==> config.mk <==
export PLATFORM = sky130hd
export DESIGN_NAME = reload_timer
export DESIGN_NICKNAME = d
export VERILOG_FILES = /design/src/rtl/tmr_pkg.sv /design/src/rtl/tmr_regs.sv /design/src/rtl/tmr_core.sv /design/src/rtl/tmr_flags.sv /design/src/rtl/reload_timer.sv
export SDC_FILE = /design/constraint.sdc
export NUM_CORES = 1
export LEC_CHECK = 0
export ABC_CLOCK_PERIOD_IN_PS = 3700
export BUFFER_PORTS_ARGS = -buffer_cell sky130_fd_sc_hd__buf_2
export CAP_MARGIN = 10
export CORE_MARGIN = 10
export CORE_UTILIZATION = 38
export CTS_CLUSTER_DIAMETER = 150
export DETAILED_ROUTE_END_ITERATION = 10
export PLACE_DENSITY = 0.63
export REMOVE_ABC_BUFFERS = 1
export SLEW_MARGIN = 20
export SYNTH_ARGS = -nofsm -noshare
export SYNTH_HDL_FRONTEND = slang
export SYNTH_SLANG_ARGS = --single-unit
export TNS_END_PERCENT = 5
==> constraint.sdc <==
create_clock -name clk -period 3.7 [get_ports clk]
set_input_delay 0.185 -clock clk [delete_from_list [all_inputs] [get_ports clk]]
set_output_delay 0.185 -clock clk [all_outputs]
set_load 0.05 [all_outputs]
==> src/rtl/tmr_pkg.sv <==
package tmr_pkg;
    typedef enum logic [0:0] {
        ST_IDLE = 1'b0,
        ST_RUN  = 1'b1
    } tmr_state_e;

    localparam logic [1:0] ADDR_HOLD = 2'd0;
    localparam logic [1:0] ADDR_CTRL = 2'd1;
    localparam logic [1:0] ADDR_STAT = 2'd2;
    localparam logic [1:0] ADDR_CNT  = 2'd3;

    localparam int STAT_PEND_BIT = 0;
    localparam int STAT_CONS_BIT = 1;
    localparam int STAT_OVR_LSB  = 8;
endpackage

==> src/rtl/tmr_regs.sv <==
module tmr_regs
    import tmr_pkg::*;
#(
    parameter int CNT_W = 32
) (
    input  logic             clk,
    input  logic             rst_n,
    input  logic             wr_en,
    input  logic [1:0]       wr_addr,
    input  logic [CNT_W-1:0] wr_data,
    output logic [CNT_W-1:0] hold_q,
    output logic             en_q,
    output logic             hold_wr,
    output logic             clr_req
);
    // Decoded write strobes
    always_comb begin
        hold_wr = wr_en && (wr_addr == ADDR_HOLD);
        clr_req = wr_en && (wr_addr == ADDR_STAT) && wr_data[0];
    end

    always_ff @(posedge clk or negedge rst_n) begin
        if (!rst_n) begin
            hold_q <= '0;
            en_q   <= 1'b0;
        end else begin
            if (hold_wr) begin
                hold_q <= wr_data;
            end
            if (wr_en && (wr_addr == ADDR_CTRL)) begin
                en_q <= wr_data[0];
            end
        end
    end
endmodule

==> src/rtl/tmr_core.sv <==
module tmr_core
    import tmr_pkg::*;
#(
    parameter int CNT_W = 32
) (
    input  logic             clk,
    input  logic             rst_n,
    input  logic             en,
    input  logic [CNT_W-1:0] hold,
    output logic [CNT_W-1:0] count_q,
    output logic             running,
    output logic             load,
    output logic             expire
);
    localparam logic [CNT_W-1:0] ONE = CNT_W'(1);

    tmr_state_e state_q, state_d;

    // State register
    always_ff @(posedge clk or negedge rst_n) begin
        if (!rst_n) begin
            state_q <= ST_IDLE;
        end else begin
            state_q <= state_d;
        end
    end

    // Next-state logic
    always_comb begin
        state_d = state_q;
        unique case (state_q)
            ST_IDLE: if (en)  state_d = ST_RUN;
            ST_RUN:  if (!en) state_d = ST_IDLE;
            default: state_d = ST_IDLE;
        endcase
    end

    // Output decode: load on entry, expire on zero while counting
    always_comb begin
        load    = 1'b0;
        expire  = 1'b0;
        running = 1'b0;
        unique case (state_q)
            ST_IDLE: load = en;
            ST_RUN: begin
                running = 1'b1;
                expire  = en && (count_q == '0);
            end
            default: ;
        endcase
    end

    // Counter: reload shares the edge with terminal count
    always_ff @(posedge clk or negedge rst_n) begin
        if (!rst_n) begin
            count_q <= '0;
        end else if (load || expire) begin
            count_q <= hold;
        end else if (running && en) begin
            count_q <= count_q - ONE;
        end
    end
endmodule

==> src/rtl/tmr_flags.sv <==
module tmr_flags #(
    parameter int OVR_W = 8
) (
    input  logic             clk,
    input  logic             rst_n,
    input  logic             load,
    input  logic             expire,
    input  logic             hold_wr,
    input  logic             clr_req,
    output logic             pending_q,
    output logic             consumed_q,
    output logic [OVR_W-1:0] ovr_q
);
    localparam logic [OVR_W-1:0] OVR_MAX = {OVR_W{1'b1}};

    always_ff @(posedge clk or negedge rst_n) begin
        if (!rst_n) begin
            pending_q  <= 1'b0;
            consumed_q <= 1'b0;
            ovr_q      <= '0;
        end else begin
            // Expiry has priority over a clear request
            if (expire) begin
                pending_q <= 1'b1;
            end else if (clr_req) begin
                pending_q <= 1'b0;
            end
            if (expire && pending_q && (ovr_q != OVR_MAX)) begin
                ovr_q <= ovr_q + OVR_W'(1);
            end
            // A fresh staging write always leaves the value unconsumed
            if (hold_wr) begin
                consumed_q <= 1'b0;
            end else if (load || expire) begin
                consumed_q <= 1'b1;
            end
        end
    end
endmodule

==> src/rtl/reload_timer.sv <==
module reload_timer
    import tmr_pkg::*;
#(
    parameter int CNT_W = 32,
    parameter int OVR_W = 8
) (
    input  logic             clk,
    input  logic             rst_n,
    input  logic             wr_en,
    input  logic [1:0]       wr_addr,
    input  logic [CNT_W-1:0] wr_data,
    input  logic [1:0]       rd_addr,
    output logic [CNT_W-1:0] rd_data,
    output logic             irq
);
    logic [CNT_W-1:0] hold_q;
    logic             en_q;
    logic             hold_wr;
    logic             clr_req;
    logic [CNT_W-1:0] count_q;
    logic             running;
    logic             load;
    logic             expire;
    logic             pending_q;
    logic             consumed_q;
    logic [OVR_W-1:0] ovr_q;
    logic [CNT_W-1:0] stat_word;
    logic [CNT_W-1:0] ctrl_word;

    tmr_regs #(.CNT_W(CNT_W)) u_regs (
        .clk     (clk),
        .rst_n   (rst_n),
        .wr_en   (wr_en),
        .wr_addr (wr_addr),
        .wr_data (wr_data),
        .hold_q  (hold_q),
        .en_q    (en_q),
        .hold_wr (hold_wr),
        .clr_req (clr_req)
    );

    tmr_core #(.CNT_W(CNT_W)) u_core (
        .clk     (clk),
        .rst_n   (rst_n),
        .en      (en_q),
        .hold    (hold_q),
        .count_q (count_q),
        .running (running),
        .load    (load),
        .expire  (expire)
    );

    tmr_flags #(.OVR_W(OVR_W)) u_flags (
        .clk        (clk),
        .rst_n      (rst_n),
        .load       (load),
        .expire     (expire),
        .hold_wr    (hold_wr),
        .clr_req    (clr_req),
        .pending_q  (pending_q),
        .consumed_q (consumed_q),
        .ovr_q      (ovr_q)
    );

    always_comb begin
        stat_word = '0;
        stat_word[STAT_PEND_BIT] = pending_q;
        stat_word[STAT_CONS_BIT] = consumed_q;
        stat_word[STAT_OVR_LSB +: OVR_W] = ovr_q;
        ctrl_word = '0;
        ctrl_word[0] = en_q;
    end

    always_comb begin
        unique case (rd_addr)
            ADDR_HOLD: rd_data = hold_q;
            ADDR_CTRL: rd_data = ctrl_word;
            ADDR_STAT: rd_data = stat_word;
            ADDR_CNT:  rd_data = count_q;
            default:   rd_data = '0;
        endcase
    end

    assign irq = pending_q;
endmodule

=== Word-level counts from Yosys, hierarchy flattened ===
Index checks and enable logic that the tools add are counted.

* Flip-flop bits (word level): 76
* Bits of input ports: 39
* Output and inout port bits: 33
* Logic and storage cells: 41

* $add $sub $neg: 2
* Equality and inequality tests: 6
* Mux-type cells: 11
* Reduce and logical (&&, ||, !) cells: 15

{| class="wikitable"
|+ Operator list
! kind !! number
|-
| 32-bit one-hot mux with 4 select lines || 1
|-
| 32-bit two-way mux || 2
|-
| 32-bit logical NOT || 1
|-
| 32-bit by 1-bit subtractor with 32-bit output (second input constant) || 1
|-
| 8-bit by 1-bit adder with 8-bit output (second input constant) || 1
|-
| 1-bit logical AND || 8
|-
| 1-bit two-way mux || 8
|-
| 8-bit inequality test (second input constant) || 1
|-
| 2-bit equality test (second input constant) || 3
|-
| 2-bit nonzero test || 3
|-
| 2-bit by 1-bit equality test with 1-bit output (second input constant) || 2
|-
| 2-bit logical NOT || 2
|-
| 1-bit logical OR || 1
|}

=== Depth between registers and ports, before layout ===
Gate-level depths: netlist of the first run.

* Word-level depth: 6
* Gate-level depth with buffers: 10
* Mapped depth without buffers: 8

=== Hierarchy ===
Synthesis of the first run repeated with hierarchy kept, for this count alone.

* Cells, all modules: 438
* Area, all modules: 4555.6 um2

{| class="wikitable"
|+ By module, submodules not included
! module !! times used !! cells each !! area an instance (um2) !! sequential area each (um2)
|-
| tmr_core || 1 || 271 || 2313.5 || 825.8
|-
| tmr_regs || 1 || 72 || 1267.5 || 825.8
|-
| tmr_flags || 1 || 44 || 506.7 || 250.2
|-
| reload_timer || 1 || 51 || 467.9 || 0.0
|}

=== Least setup slack after synthesis of the first run ===
Ideal clock, no wire load.

* Path type: register -> register
* From: register u_core.count_q[26]
* To: register u_core.count_q[28]
* Setup time: 0.118 ns
* Arrival time: 2.637 ns
* Required time: 3.582 ns
* Path slack: 0.945 ns
* Cell stages (with the launch flop): 11
* Path buffers: 4
* Period minus slack after synthesis: 2.755 ns
* Cells stage by stage: dfrtp_1 or4_1 buf_2 or4_4 buf_6 o41a_1 buf_6 nor2_4 buf_6 o21ai_1 a21o_1

* Cells in the longest elaborated chain, start to end: 5
* Elaborated cells between the ends (all ways): 8
* Classes of those cells: 1 x add/sub; 3 x mux; 4 x reduce/logical

{| class="wikitable"
|+ Ends and longest elaborated chain
! element !! line !! source
|-
| from (decl) || tmr_core.sv:10 || <nowiki>output logic [CNT_W-1:0] count_q,</nowiki>
|-
| from (signal assigned) || tmr_core.sv:58 || <nowiki>count_q <= hold;</nowiki>
|-
| from (signal assigned) || tmr_core.sv:60 || <nowiki>count_q <= count_q - ONE;</nowiki>
|-
| branches (longest 5 deep; another with 32-bit by 1-bit subtractor with 32-bit output) || - ||
|}

Several ways; the timed one is not identified. The select of a mux whose other input is x is not followed.
A chain may end at the register's enable or synchronous reset.

=== Final worst setup path of the first run ===
* From: register u_core.count_q[24]
* To: register u_core.count_q[18]

* Cells in the longest elaborated chain, start to end: 5
* Elaborated cells between the ends (all ways): 6
* Classes of those cells: 2 x mux; 4 x reduce/logical

{| class="wikitable"
|+ Ends and longest elaborated chain
! element !! line !! source
|-
| 32-bit logical NOT (*) || tmr_core.sv:47 || <nowiki>expire = en && (count_q == '0);</nowiki>
|-
| 1-bit logical AND (*) || tmr_core.sv:47 ||
|-
| 1-bit two-way mux (*) || tmr_core.sv:43 || <nowiki>unique case (state_q)</nowiki>
|-
| 1-bit logical OR (*) || tmr_core.sv:57 || <nowiki>end else if (load || expire) begin</nowiki>
|-
| 32-bit two-way mux / 2-bit nonzero test (equally long branches) || - ||
|}

Every way passes the cells marked *; elsewhere a longest branch is shown, timed or not.

==> impl_summary.txt, run 1 <==
----------------------------------------------------
[Die]
  Overall die height ... between 100 and 150 um
  Width of the die ... between 100 and 150 um
  Die ar. ... between 15000 and 20000 um^2
  Std cell rows ... 38
  Core Area ... around 11000 um^2
  Initial Util ... just under 40%
  Number of primary I/O pins ... 72

[Finish]
  Diode count ... 0
  Layout cells sized above 1 ... 30.2%
  Post-route cell area ... 5090 um^2
  NumNets Final ... about 530
  Final cell count without fillers ... 633
  Area growth from synthesis to layout ... 18.5%

[Clocking]
  Clk pin slew, worst setup/hold paths ... about 0.060 ns
  Clock insertion delay at the later pin of the skew report ... between 0.3 and 0.4 ns
  Total number of clock tree sinks ... 76
  Clock tree from TritonCTS ... yes
  H-Tree Level Count ... 3
  Number of clock buffers inserted by TritonCTS ... 9
  Master cell of the clock root buffer ... sky130_fd_sc_hd__clkbuf_16
  Bufs on Longest Clock Path ... 2

[Global route]
  Number of global-route vias before repair ... 3790
  Remaining global-route overflow ... 0
  Maximum number of pins on one net before global-route repair ... 77
  GRT Resource Usage Total ... 15.2%
  First-pass GRT wire length ... ~20000 um
  Antenna violations before repair ... 0

[STA]
  Fmax ... 301 MHz
  Final clock skew ... between 0.005 and 0.006 ns
  Unrepaired setup endpoints after global routing ... false
  Crit path time final ... between 3 and 4 ns
  Final cycle utilization of the critical path ... 89.8%
  Final setup fails ... 0
  Remaining max-slew budget at the tightest pin ... between 40% and 50%
  Measured slew at the worst slew-check pin ... ~0.87 ns
  Total negative setup slack ... 0 ns
  Final hold violation count ... 0
  Final number of max-transition violations ... 0

[Setup path]
  Crit path arrival time ... approximately 3.5 ns
  Kind of critical path ... register to register
  Worst r2r dst ... u_core.count_q[18]$_DFFE_PN0P_
  Launch instance of the worst register-to-register path ... u_core.count_q[24]$_DFFE_PN0P_
  Kind of end point of the critical path ... register
  Critical path fanouts, max ... 19
  Worst path cell trace ... or4_1 -> or4_4 -> o41a_1 -> nor2_4 -> o21ai_0 -> a22o_1
  Worst path required time ... approximately 4 ns
  Cell type of the slowest stage on the worst timing path ... sky130_fd_sc_hd__o41a_1
  Startpoint class of the critical path ... register
  CP max stage delay ... between 0.7 and 0.8 ns
  Worst reg2reg setup slack ... 0.38 ns
  Register-to-Register Path Depth ... 6

[Route]
  Via density per instance ... approximately 6
  Count of routing violations after the opening detailed-route iteration ... roughly 260
  First-pass DRT Iterations ... 5
  Post-route DRC ... 0
  DR vias ... approximately 3700
  Detailed-route wire length ... about 12000 um
  Routed Antenna Nets ... 0
  Routed wire per std cell ... 19.4 um

[Synthesis]
  Xor/xnor cell area share of the yosys netlist ... under 10%
  Library cell with the highest instance count after synthesis ... sky130_fd_sc_hd__dfrtp_1
  Mean Syn Cell Area ... between 10 and 15 um^2
  Seq/Total Area, Yosys ... 44.2%
  Number of storage elements in the synthesis netlist ... 76
  Proportion of synthesized area in mux cells ... between 10% and 20%
  Most used flip-flop cell after synthesis ... sky130_fd_sc_hd__dfrtp_1
  Number of synthesized flops with an enable pin ... 0
  Post-synthesis cell count ... 425
  Largest family of logic cells by synthesized area ... compound AO/OA/AOI/OAI gates
  Netlist Area Pre-Place ... between 4000 and 5000 um^2
  Post-synthesis compound-gate area fraction ... between 20% and 30%
  Most frequent cells after synthesis ... 76 x sky130_fd_sc_hd__dfrtp_1, 42 x sky130_fd_sc_hd__mux2_2, 32 x sky130_fd_sc_hd__a22o_1, 26 x sky130_fd_sc_hd__a21oi_1, 25 x sky130_fd_sc_hd__nor2_1
  Top cells by area, synth ... sky130_fd_sc_hd__dfrtp_1 44%, sky130_fd_sc_hd__mux2_2 11%, sky130_fd_sc_hd__a22o_1 6.5%
  Count of cell types in the netlist ... 54
  Synthesized-area fraction occupied by and/or/nand/nor cells ... around 15%
  Largest area contributor in the synthesized netlist ... sky130_fd_sc_hd__dfrtp_1
  Number of warnings issued by yosys ... 0
  Share of synthesized registers carrying an async set or reset ... 100%
  Top cell type's share of synthesized area ... about 44%
  Adder and majority cell fraction of the synthesized area ... less than 1%

[Worst hold path]
  Endpoint with the worst hold slack ... u_regs.hold_q[14]$_DFFE_PN0P_
  Min-Delay Startpoint ... wr_data[14]
  Min-delay worst type ... input port to register
  Worst Hold Depth ... 2

[Placement]
  DP HPWL ... approximately 8500 um
  Number of buffers inserted by port buffering ... 71
  Placer's final routability congestion estimate ... 0.869
  Post-placement cell area ... 4740 um^2
  Dpl cells ... just over 600

[Job]
  Max Cap Violations ... 0

[Power and ir drop]
  Total power consumption of the routed design ... roughly 3.4 mW
  Leakage ... 2.21 nW
  P per Cell Area ... approximately 660 nW/um^2
  Maximum resistive drop on vdd ... approximately 280 uV

[Status]
  Status ... finished, final reports clean

----------------------------------------------------
stage by stage:
step / hold WS [ns] / setup slack (ns) / utilization [%]
final: 0.0801 / 0.379 / 46.6
after global routing: 0.0761 / 0.244 / 46.6
after CTS: 0.0635 / 0.397 / 46.3
after detailed placement: 0.411 / 0.403 / 43.4
after global placement: 0.409 / 0.462 / 43.4
after floorplan: -0.111 / 0.186 / -
per-layer routing:
metal / vias to the layer above / track usage, % / share of wire [%]
met5: - / 0 / 0
met4: 0 / 4.55 / 1.3
met3: 14 / 3.17 / 5.6
met2: 134 / 24.1 / 46
met1: 1833 / 20.3 / 47
li1: 1741 / - / -
timing repair:
action / in CTS / in global routing
buffers inserted: 0 / 0
endpoints found under the hold margin: 0 / 39
resized for setup: 0 / 0
hold buffers: 0 / 1
state kept, by name, indices dropped and copies added, names as in the netlist:
| signal | flops |
|---|---|
| u_core.count_q | 32 |
| u_core.state_q | 1 |
| u_flags.consumed_q | 1 |
| u_flags.ovr_q | 8 |
| u_flags.pending_q | 1 |
| u_regs.en_q | 1 |
| u_regs.hold_q | 32 |
kinds of logic (layout without fill, tap and decap cells):
group / Yosys count / in the layout
xor gates and xnor gates: 7 / 7
muxes: 50 / 50
and+or+nand+nor: 124 / 124
AOI/OAI and AO/OA: 126 / 126
adders and majority gates: 2 / 2
buffers and inverters: 40 / 108
DFF: 76 / 76
placed cells by master, fill, tap and decap left out, types with 3 or more instances in the layout:
master	synthesis	final
sky130_fd_sc_hd__nand3_1	15	15
sky130_fd_sc_hd__nor3_1	19	19
sky130_fd_sc_hd__clkbuf_8	0	4
sky130_fd_sc_hd__o21ai_1	10	10
sky130_fd_sc_hd__mux2i_1	7	7
sky130_fd_sc_hd__nand2_1	20	20
sky130_fd_sc_hd__nor2_1	25	24
sky130_fd_sc_hd__a22o_1	32	32
sky130_fd_sc_hd__buf_2	4	70
sky130_fd_sc_hd__a21o_1	4	4
sky130_fd_sc_hd__or4_1	8	8
sky130_fd_sc_hd__buf_4	1	10
sky130_fd_sc_hd__a22oi_1	4	4
sky130_fd_sc_hd__mux2_2	42	42
sky130_fd_sc_hd__dfrtp_1	76	76
sky130_fd_sc_hd__inv_1	10	10
sky130_fd_sc_hd__or3_1	5	5
sky130_fd_sc_hd__o21ai_0	24	24
sky130_fd_sc_hd__a21oi_1	26	26
sky130_fd_sc_hd__o21a_1	5	5
sky130_fd_sc_hd__nand4_1	7	7
sky130_fd_sc_hd__and3_1	3	3
sky130_fd_sc_hd__a221o_1	3	3
sky130_fd_sc_hd__clkbuf_16	0	9
sky130_fd_sc_hd__xnor2_1	5	5
sky130_fd_sc_hd__nor4_1	6	6
sky130_fd_sc_hd__a31oi_1	3	3
how the worst max path moves through the flow:
stage	slack (ns)	cells past startpoint	endpoint	start
CTS	0.40	6	u_core.count_q[18]$_DFFE_PN0P_	u_core.count_q[26]$_DFFE_PN0P_
global placement	0.46	6	u_core.count_q[18]$_DFFE_PN0P_	u_core.count_q[26]$_DFFE_PN0P_
finish	0.38	6	u_core.count_q[18]$_DFFE_PN0P_	u_core.count_q[24]$_DFFE_PN0P_
detailed placement	0.40	6	u_core.count_q[18]$_DFFE_PN0P_	u_core.count_q[26]$_DFFE_PN0P_
floorplan	0.19	6	u_core.count_q[14]$_DFFE_PN0P_	u_regs.en_q$_DFFE_PN0P_
global route	0.24	6	u_core.count_q[18]$_DFFE_PN0P_	u_core.count_q[26]$_DFFE_PN0P_
cell type report:
type | instances | area, um^2
fillers | 1054 | 5840
well taps | 140 | 175
multi-input cells | 309 | 2200
flip-flops and latches | 76 | 1900
repair buffers | 82 | 455
clock inverters | 3 | 42.5
inverters | 10 | 37.5
clock buffers | 13 | 280
power breakdown:
group / switching, mW / leakage (nW) / internal, mW
Clock: 0.340 / 0.158 / 0.595
Sequential: 0.295 / 0.907 / 1.07
Combinational: 0.659 / 1.14 / 0.399
critical path: cells and delay by family, from the launching register on:
family / cells / cell delay [ns]
AOI/OAI and AO/OA: 3 / 1.15
and+or+nand+nor: 3 / 1.61
DFF: 1 / 0.44
Note: power is estimated with default switching activity, not from simulation.
==> inputs of run 2 (changes only) <==
Settings changed: PLACE_DENSITY 0.63 to 0.62, SYNTH_HIERARCHICAL set to 1.
==> run 2 against run 1 <==
  * Critical path depth up 3
  * Routed wire length up 0.55%
  * Combinational power up 5%
  * Sequential power about the same
  * Cell count up 2.7%
  * Sequential cell count unchanged
  * Largest cell class unchanged
==> impl_summary.txt, run 2 <==
----------------------------------------------------
[Clocking]
  Setup repair bufs after CTS ... 0 (unchanged)
  Clock tree from TritonCTS ... yes
  Clock insertion delay at the later pin of the skew report ... 0.34 ns (about the same)
  Clk pin slew, worst setup/hold paths ... 0.06 ns (about the same)
  Number of buffers inserted by hold repair at cts ... 0 (unchanged)
  Bufs on Longest Clock Path ... 2 (unchanged)
  Number of clock buffers inserted by TritonCTS ... 9 (unchanged)
  Total number of clock tree sinks ... 76 (unchanged)
  H-Tree Level Count ... 3 (unchanged)
  Total of cells resized after clock tree synthesis ... 0 (unchanged)
  Master cell of the clock root buffer ... sky130_fd_sc_hd__clkbuf_16

[Die]
  Die ar. ... 16800 um^2 (+5.0%)
  Width of the die ... 129 um (+2.5%)
  Number of primary I/O pins ... 72 (unchanged)
  Core Area ... 11600 um^2 (+5.8%)
  Std cell rows ... 39 (+2.6%)
  Overall die height ... 129 um (+2.5%)
  Initial Util ... 39.4% (+0.078 points)

[Synthesis]
  Most used flip-flop cell after synthesis ... sky130_fd_sc_hd__dfrtp_1
  Seq/Total Area, Yosys ... 41.7% (-2.5 points)
  Top cell type's share of synthesized area ... 41.7% (-2.5 points)
  Share of synthesized registers carrying an async set or reset ... 100% (unchanged)
  Number of warnings issued by yosys ... 6 (+6)
  Post-synthesis cell count ... 438 (+3.1%)
  Count of cell types in the netlist ... 63 (+17%)
  Mean Syn Cell Area ... 10.4 um^2 (+2.8%)
  Library cell with the highest instance count after synthesis ... sky130_fd_sc_hd__dfrtp_1
  Netlist Area Pre-Place ... 4560 um^2 (+6.0%)
  Most frequent cells after synthesis ... 76 x sky130_fd_sc_hd__dfrtp_1, 34 x sky130_fd_sc_hd__mux2_2, 25 x sky130_fd_sc_hd__mux2i_1, 25 x sky130_fd_sc_hd__nand2_1, 23 x sky130_fd_sc_hd__a22o_1
  Number of synthesized flops with an enable pin ... 0 (unchanged)
  Largest area contributor in the synthesized netlist ... sky130_fd_sc_hd__dfrtp_1
  Number of storage elements in the synthesis netlist ... 76 (unchanged)
  Top cells by area, synth ... sky130_fd_sc_hd__dfrtp_1 42%, sky130_fd_sc_hd__mux2_2 8.4%, sky130_fd_sc_hd__mux2i_1 5.5%

[Finish]
  Diode count ... 0 (unchanged)
  Leading cell types in the layout, fill and taps excluded ... 76 x sky130_fd_sc_hd__dfrtp_1, 70 x sky130_fd_sc_hd__buf_2, 34 x sky130_fd_sc_hd__mux2_2
  NumNets Final ... 543 (+2.6%)
  Area growth from synthesis to layout ... 17.5%
  Commonest non-fill, non-tap cell in the layout ... sky130_fd_sc_hd__dfrtp_1
  Fill cell instance count of the final layout ... 1077 (+2.2%)
  Layout cells sized above 1 ... 29.8% (-0.44 points)
  Biggest registers after layout ... u_core/count_q x32, u_regs/hold_q x32, u_flags/ovr_q x8

[Power and ir drop]
  Proportion of power drawn by combinational gates ... 31.5% (about the same)
  P per Cell Area ... 658 nW/um^2 (-0.15%)
  Net switching component of the power ... 1.32 mW (+2.2%)
  Sw Ratio ... 37.6% (-1.0 points)
  Cell internal pwr ... 2.20 mW (+6.6%)
  Sequential Power Share ... 39.0% (-1.6 points)
  Maximum resistive drop on vdd ... 297 uV (+7.3%)
  Total power consumption of the routed design ... 3.52 mW (+4.9%)
  Clock group share of total power ... 29.5% (+1.6 points)
  Leakage ... 2.43 nW (+9.9%)

[STA]
  Measured slew at the worst slew-check pin ... 0.584 ns (-0.281 ns)
  Final cycle utilization of the critical path ... 95.3% (+5.6 points)
  Final number of max-transition violations ... 0 (unchanged)
  Total negative setup slack ... 0 ns (unchanged)
  Final critical-path setup slack ... 0.173 ns (-0.206 ns)
  Final clock skew ... 0.00614 ns (+0.000415 ns)
  Remaining max-slew budget at the tightest pin ... 61.1% (+19 points)
  Final setup fails ... 0 (unchanged)
  Fmax ... 283 MHz (-5.9%)
  Final hold violation count ... 0 (unchanged)
  Crit path time final ... 3.53 ns (+0.206 ns)
  Unrepaired setup endpoints after global routing ... false

[Setup path]
  Kind of end point of the critical path ... register
  Critical path buffer and inverter count ... 1 (+1)
  CP max stage delay ... 0.63 ns (-0.13 ns)
  Critical path fanouts, max ... 9 (-10)
  Kind of critical path ... register to register
  Startpoint class of the critical path ... register
  Crit path arrival time ... 3.75 ns (+0.21 ns)
  Cell type of the slowest stage on the worst timing path ... sky130_fd_sc_hd__or4_4
  Worst path cell trace ... inv_1 -> ha_1 -> or3b_2 -> or4_4 -> or4_1 -> nor2_1 -> nand2_2 -> nor4_2 -> mux2_1
  Worst path required time ... 3.93 ns (about the same)
  Critical path's top delay family ... simple AND/OR/NAND/NOR gates

[Worst hold path]
  Min-delay worst type ... input port to register

[Route]
  Routed wire per std cell ... 19.0 um (-2.1%)
  Post-route DRC ... 0 (unchanged)
  First-pass DRT Iterations ... 5 (unchanged)
  DR vias ... 3793 (+1.9%)
  Count of routing violations after the opening detailed-route iteration ... 357 (+36%)
  Detailed-route wire length ... 12400 um (+0.55%)
  Routed Antenna Nets ... 0 (unchanged)
  Via density per instance ... 5.84 (-0.76%)

[Global route]
  First-pass GRT wire length ... 20300 um (+0.83%)
  Number of global-route vias before repair ... 3793 (+0.079%)
  Remaining global-route overflow ... 0 (unchanged)
  Antenna violations before repair ... 0 (unchanged)
  Maximum number of pins on one net before global-route repair ... 77 (unchanged)
  GRT Resource Usage Total ... 15.1% (-0.041 points)

[Placement]
  Worst setup slack after placement ... 0.221 ns (-0.182 ns)
  DP HPWL ... 8570 um (+1.1%)
  Placer's final routability congestion estimate ... 0.875 (+0.69%)
  Number of buffers inserted by port buffering ... 71 (unchanged)

[Status]
  Status ... finished, final reports clean

[Job]
  Max Cap Violations ... 0 (unchanged)

----------------------------------------------------
==> run 2: changes by cell type in the layout (fill, tap and decap cells not counted), sizes merged, moves of 7 or more <==
cell	delta
a21oi	-19
mux2i	+18
inv	+12
o21ai	-12
o2bb2ai	+12
a22o	-9
nor2	-7
nor4	+7
==> run 2: routing by layer <==
metal / vias to the layer above / global-route usage (%) / part of all wire, %
li1: 1794 / - / -
met1: 1869 / 20.1 / 47
met2: 109 / 22.6 / 44
met3: 21 / 4.20 / 6.2
met4: 0 / 6.48 / 2.1
met5: - / 0 / 0
==> run 2: layout make-up <==
type / instances / area [um^2] / share of cell area, %
timing repair buffer: 86 / 493 / 9.21
multi-input combinational: 307 / 2340 / 43.8
sequential: 76 / 1900 / 35.5
clock inverter: 4 / 95.1 / 1.78
inverter: 22 / 82.6 / 1.54
tap: 143 / 179 / 3.34
clock buffer: 12 / 256 / 4.79
==> run 2: final timing paths <==
path	from	depth (start not counted)	end	slack (ns)
worst max-delay path	u_core/count_q[0]$_DFFE_PN0P_	9	u_flags/ovr_q[7]$_DFFE_PN0P_	0.17
worst min-delay path	wr_data[28]	2	u_regs/hold_q[28]$_DFFE_PN0P_	0.06
worst max register to register	u_core/count_q[0]$_DFFE_PN0P_	9	u_flags/ovr_q[7]$_DFFE_PN0P_	0.17
worst min register to register	u_regs/hold_q[23]$_DFFE_PN0P_	2	u_core/count_q[23]$_DFFE_PN0P_	0.51
max in group asynchronous	rst_n	3	u_regs/hold_q[19]$_DFFE_PN0P_	2.84
min in group asynchronous	rst_n	2	u_regs/hold_q[25]$_DFFE_PN0P_	0.28
==> run 2: metrics by stage <==
stage | util [%] | hold slack [ns] | instances | cell area [um^2]
6_report | 46.3 | 0.0582 | 650 | 5350
5_1_grt | 46.3 | 0.0531 | 650 | 5350
4_1_cts | 45.9 | 0.0454 | 648 | 5310
3_5_place_dp | 42.9 | 0.411 | 632 | 4960
3_3_place_gp | 42.9 | 0.404 | 632 | 4960
2_1_floorplan | - | -0.111 | 405 | 4330
==> run 2: worst register-to-register path, cell delays in order, from the launching register on <==
cell and delay [ns]:
sky130_fd_sc_hd__dfrtp_1 0.41, sky130_fd_sc_hd__inv_1 0.11, sky130_fd_sc_hd__ha_1 0.21, sky130_fd_sc_hd__or3b_2 0.49
sky130_fd_sc_hd__or4_4 0.63, sky130_fd_sc_hd__or4_1 0.56, sky130_fd_sc_hd__nor2_1 0.19, sky130_fd_sc_hd__nand2_2 0.12
sky130_fd_sc_hd__nor4_2 0.35, sky130_fd_sc_hd__mux2_1 0.35
==> run 2: logic make-up (layout without fill, tap and decap cells) <==
kind of cell	Yosys count	in the layout	synth area share (%)
simple gates	132	132	16.5
fa+ha+maj	2	2	0.549
buf+inv	55	124	6.81
mux	65	65	15.7
flops	76	76	41.7
xor+xnor	3	3	0.577
compound gates	105	105	18.1
==> run 2: power groups by stage <==
stage	logic, mW	clock network, mW	registers, mW
final	1.11	1.04	1.37
after global routing	1.21	1.10	1.41
after CTS	1.11	1.07	1.37
after detailed placement	1.11	0	1.38
after global placement	1.08	0	1.37
after floorplan	0.815	0	1.31
==> inputs of run 3 (changes only) <==
Settings changed: ABC_AREA set to 1.
==> run 3 against run 2 <==
  * The flow now finishes with violations (hold timing)
  * Synthesized area up 10%
  * Synthesized cell count up 77%
  * Maximum frequency increased by 50%
  * Clock skew shrank 0.00068 ns
  * Routed wire length grew 11%
  * Sequential cell count did not move
  * Critical path type unchanged
  * Largest cell class unchanged
==> impl_summary.txt, run 3 <==
----------------------------------------------------
[Setup path]
  Kind of critical path ... register to register
  Crit path to ... u_core/count_q[23]$_DFFE_PN0P_
  Register-to-Register Path Depth ... 10 (+1)
  Worst path required time ... 3.99 ns (+0.06 ns)
  Crit path arrival time ... 2.64 ns (-1.11 ns)
  Startpoint class of the critical path ... register
  Kind of end point of the critical path ... register
  Worst r2r dst ... u_core/count_q[23]$_DFFE_PN0P_
  Critical path origin ... u_core/count_q[0]$_DFFE_PN0P_
  Worst reg2reg setup slack ... 1.35 ns (+1.18 ns)
  Launch instance of the worst register-to-register path ... u_core/count_q[0]$_DFFE_PN0P_
  Critical path fanouts, max ... 34 (+25)

[Synthesis]
  Netlist Area Pre-Place ... 5020 um^2 (+10%)
  Number of storage elements in the synthesis netlist ... 76 (unchanged)
  Count of cell types in the netlist ... 26 (-59%)
  Most frequent cells after synthesis ... 373 x sky130_fd_sc_hd__nand2_1, 95 x sky130_fd_sc_hd__nand3_1, 76 x sky130_fd_sc_hd__dfrtp_1, 68 x sky130_fd_sc_hd__inv_1, 57 x sky130_fd_sc_hd__nor2_1
  Top cell type's share of synthesized area ... 37.8% (-3.9 points)
  Top cells by area, synth ... sky130_fd_sc_hd__dfrtp_1 38%, sky130_fd_sc_hd__nand2_1 28%, sky130_fd_sc_hd__nand3_1 9.5%
  Library cell with the highest instance count after synthesis ... sky130_fd_sc_hd__nand2_1
  Number of synthesized flops with an enable pin ... 0 (unchanged)
  Seq/Total Area, Yosys ... 37.8% (-3.9 points)
  Largest area contributor in the synthesized netlist ... sky130_fd_sc_hd__dfrtp_1
  Post-synthesis cell count ... 774 (+77%)
  Most used flip-flop cell after synthesis ... sky130_fd_sc_hd__dfrtp_1
  Number of warnings issued by yosys ... 6 (unchanged)
  Share of synthesized registers carrying an async set or reset ... 100% (unchanged)
  Mean Syn Cell Area ... 6.49 um^2 (-38%)

[Global route]
  Antenna violations before repair ... 0 (unchanged)
  First-pass GRT wire length ... 23100 um (+14%)
  Number of global-route vias before repair ... 4596 (+21%)
  GRT Resource Usage Total ... 15.6% (+0.45 points)
  Maximum number of pins on one net before global-route repair ... 77 (unchanged)
  Remaining global-route overflow ... 0 (unchanged)

[Placement]
  Placer's final routability congestion estimate ... 0.876 (+0.18%)
  Post-placement cell area ... 5420 um^2 (+9.3%)
  Number of buffers inserted by port buffering ... 71 (unchanged)
  DP HPWL ... 9840 um (+15%)

[Finish]
  NumNets Final ... 872 (+61%)
  Commonest non-fill, non-tap cell in the layout ... sky130_fd_sc_hd__nand2_1
  Layout cells sized above 1 ... 13.5% (-16 points)
  Diode count ... 0 (unchanged)
  Leading cell types in the layout, fill and taps excluded ... 373 x sky130_fd_sc_hd__nand2_1, 95 x sky130_fd_sc_hd__nand3_1, 76 x sky130_fd_sc_hd__dfrtp_1
  Post-route cell area ... 5720 um^2 (+6.9%)
  Biggest registers after layout ... u_core/count_q x32, u_regs/hold_q x32, u_flags/ovr_q x8
  Area growth from synthesis to layout ... 13.9%

[Route]
  First-pass DRT Iterations ... 4 (-1)
  Met1 routed wirelength after detailed routing ... 6650 um (+13%)
  DR vias ... 4669 (+23%)
  Post-route DRC ... 0 (unchanged)
  Via density per instance ... 4.63 (-21%)
  Detailed-route wire length ... 13800 um (+11%)
  Wire length on met2 ... 6160 um (+13%)
  Routed met3 length ... 700 um (-8.9%)
  Routed wire per std cell ... 13.7 um (-28%)
  Routed Antenna Nets ... 0 (unchanged)
  Uppermost layer routed ... met4
  Count of routing violations after the opening detailed-route iteration ... 230 (-36%)

[Die]
  Core Area ... 12800 um^2 (+10%)
  Std cell rows ... 41 (+5.1%)
  Number of primary I/O pins ... 72 (unchanged)
  Overall die height ... 135 um (+4.2%)
  Initial Util ... 39.3% (-0.054 points)
  Width of the die ... 135 um (+4.2%)
  Die ar. ... 18200 um^2 (+8.7%)

[Worst hold path]
  Min-delay worst type ... input port to asynchronous set/reset pin

[Clocking]
  Total number of clock tree sinks ... 76 (unchanged)
  Master cell of the clock root buffer ... sky130_fd_sc_hd__clkbuf_16
  Clk pin slew, worst setup/hold paths ... 0.06 ns (about the same)
  Clock insertion delay at the later pin of the skew report ... 0.35 ns (about the same)
  Number of buffers inserted by hold repair at cts ... 0 (unchanged)
  Total of cells resized after clock tree synthesis ... 0 (unchanged)
  Bufs on Longest Clock Path ... 2 (unchanged)
  Setup repair bufs after CTS ... 0 (unchanged)
  Number of clock buffers inserted by TritonCTS ... 9 (unchanged)
  H-Tree Level Count ... 3 (unchanged)
  Clock tree from TritonCTS ... yes

[STA]
  Unrepaired setup endpoints after global routing ... false
  Final setup fails ... 0 (unchanged)
  Crit path time final ... 2.35 ns (-1.18 ns)
  Measured slew at the worst slew-check pin ... 0.969 ns (+0.384 ns)
  Worst Hold Slack ... -0.0132 ns (-0.0714 ns)
  Final number of max-transition violations ... 0 (unchanged)
  Final cycle utilization of the critical path ... 63.5% (-32 points)
  Final clock skew ... 0.00546 ns (-0.000680 ns)
  Total negative setup slack ... 0 ns (unchanged)
  Remaining max-slew budget at the tightest pin ... 35.4% (-26 points)
  Fmax ... 426 MHz (+50%)
  Final hold violation count ... 24 (+24)

[Power and ir drop]
  Leakage ... 3.18 nW (+31%)
  P per Cell Area ... 674 nW/um^2 (+2.4%)
  Maximum resistive drop on vdd ... 332 uV (+12%)

[Status]
  Status ... finished with violations
  Violated checks ... hold timing

[Job]
  Max Cap Violations ... 0 (unchanged)

----------------------------------------------------
-- run 3: cell count changes in the layout (fill, tap and decap cells not counted), moves of 9 or more --
cell                        change
sky130_fd_sc_hd__nand2_1      +348
sky130_fd_sc_hd__nand3_1       +82
sky130_fd_sc_hd__inv_1         +46
sky130_fd_sc_hd__nor2_1        +38
sky130_fd_sc_hd__mux2_2        -34
sky130_fd_sc_hd__mux2i_1       -25
sky130_fd_sc_hd__a22o_1        -23
sky130_fd_sc_hd__o21ai_0       -15
sky130_fd_sc_hd__nor3_1        -12
sky130_fd_sc_hd__nor4_1        -12
sky130_fd_sc_hd__o2bb2ai_1     -12
sky130_fd_sc_hd__a22oi_1       -10
sky130_fd_sc_hd__buf_4          -9
sky130_fd_sc_hd__xor2_1         +9
-- run 3: report_power, final --
part	leakage, nW	switching, mW	internal (mW)
clock	0.144	0.339	0.560
sequential	0.962	0.339	1.06
combinational	2.07	1.06	0.497
total	3.18	1.73	2.12
-- run 3: cell families (layout without fill, tap and decap cells) --
kind of cell | count (synthesis) | after routing | share of synthesized area, %
AND/OR/NAND/NOR | 560 | 560 | 47.0
adder cells (fa/ha/maj) | 2 | 2 | 0.498
XOR/XNOR | 18 | 18 | 3.14
AO/OA/AOI/OAI | 16 | 16 | 1.89
buffers and inverters | 102 | 164 | 9.61
flip-flops | 76 | 76 | 37.8
-- run 3: through the flow --
step	utilization, %	power [mW]	worst slack, ns	std cells
finish	44.8	3.85	1.35	1008
global route	44.8	4.19	1.14	1008
CTS	44.8	3.88	1.36	1008
detailed placement	42.5	2.97	1.38	992
global placement	42.5	2.97	1.38	992
floorplan	-	2.52	1.51	745
-- run 3: worst max-delay path, cell delays in order (launching register included) --
cell,delay (ns)
sky130_fd_sc_hd__dfrtp_1,0.41
sky130_fd_sc_hd__inv_1,0.16
sky130_fd_sc_hd__ha_1,0.29
sky130_fd_sc_hd__nand2_2,0.12
sky130_fd_sc_hd__nor2_4,0.19
sky130_fd_sc_hd__nand4_2,0.15
sky130_fd_sc_hd__nand2_4,0.32
sky130_fd_sc_hd__inv_2,0.32
sky130_fd_sc_hd__nand2_1,0.16
sky130_fd_sc_hd__nand3_1,0.07
sky130_fd_sc_hd__nand2_1,0.07
-- run 3: worst min path at each step --
stage	to	slack (ns)	cells after the start
after floorplan	u_core/count_q[0]$_DFFE_PN0P_	-0.11	0
after CTS	u_regs/hold_q[28]$_DFFE_PN0P_	0.03	1
after detailed placement	u_regs/hold_q[28]$_DFFE_PN0P_	0.41	1
after global placement	u_regs/hold_q[2]$_DFFE_PN0P_	0.41	1
after global routing	u_regs/hold_q[13]$_DFFE_PN0P_	0.06	3
final	u_regs/hold_q[28]$_DFFE_PN0P_	-0.01	1
-- run 3: final cells by class --
| type | count | area, um^2 |
|---|---|---|
| Timing Repair Buffer | 75 | 388 |
| Inverter | 73 | 279 |
| Sequential cell | 76 | 1900 |
| Clock buffer | 15 | 268 |
| Multi-Input combinational cell | 596 | 2640 |
| Fill cell | 1388 | 7050 |
| Tap cell | 172 | 215 |
| Clock inverter | 1 | 30.0 |
-- run 3: per-layer routing --
| metal | global-route usage, % | vias up |
|---|---|---|
| li1 | - | 2499 |
| met2 | 24.4 | 82 |
| met5 | 0 | - |
| met4 | 5.56 | 0 |
| met3 | 5.16 | 15 |
| met1 | 19.5 | 2073 |
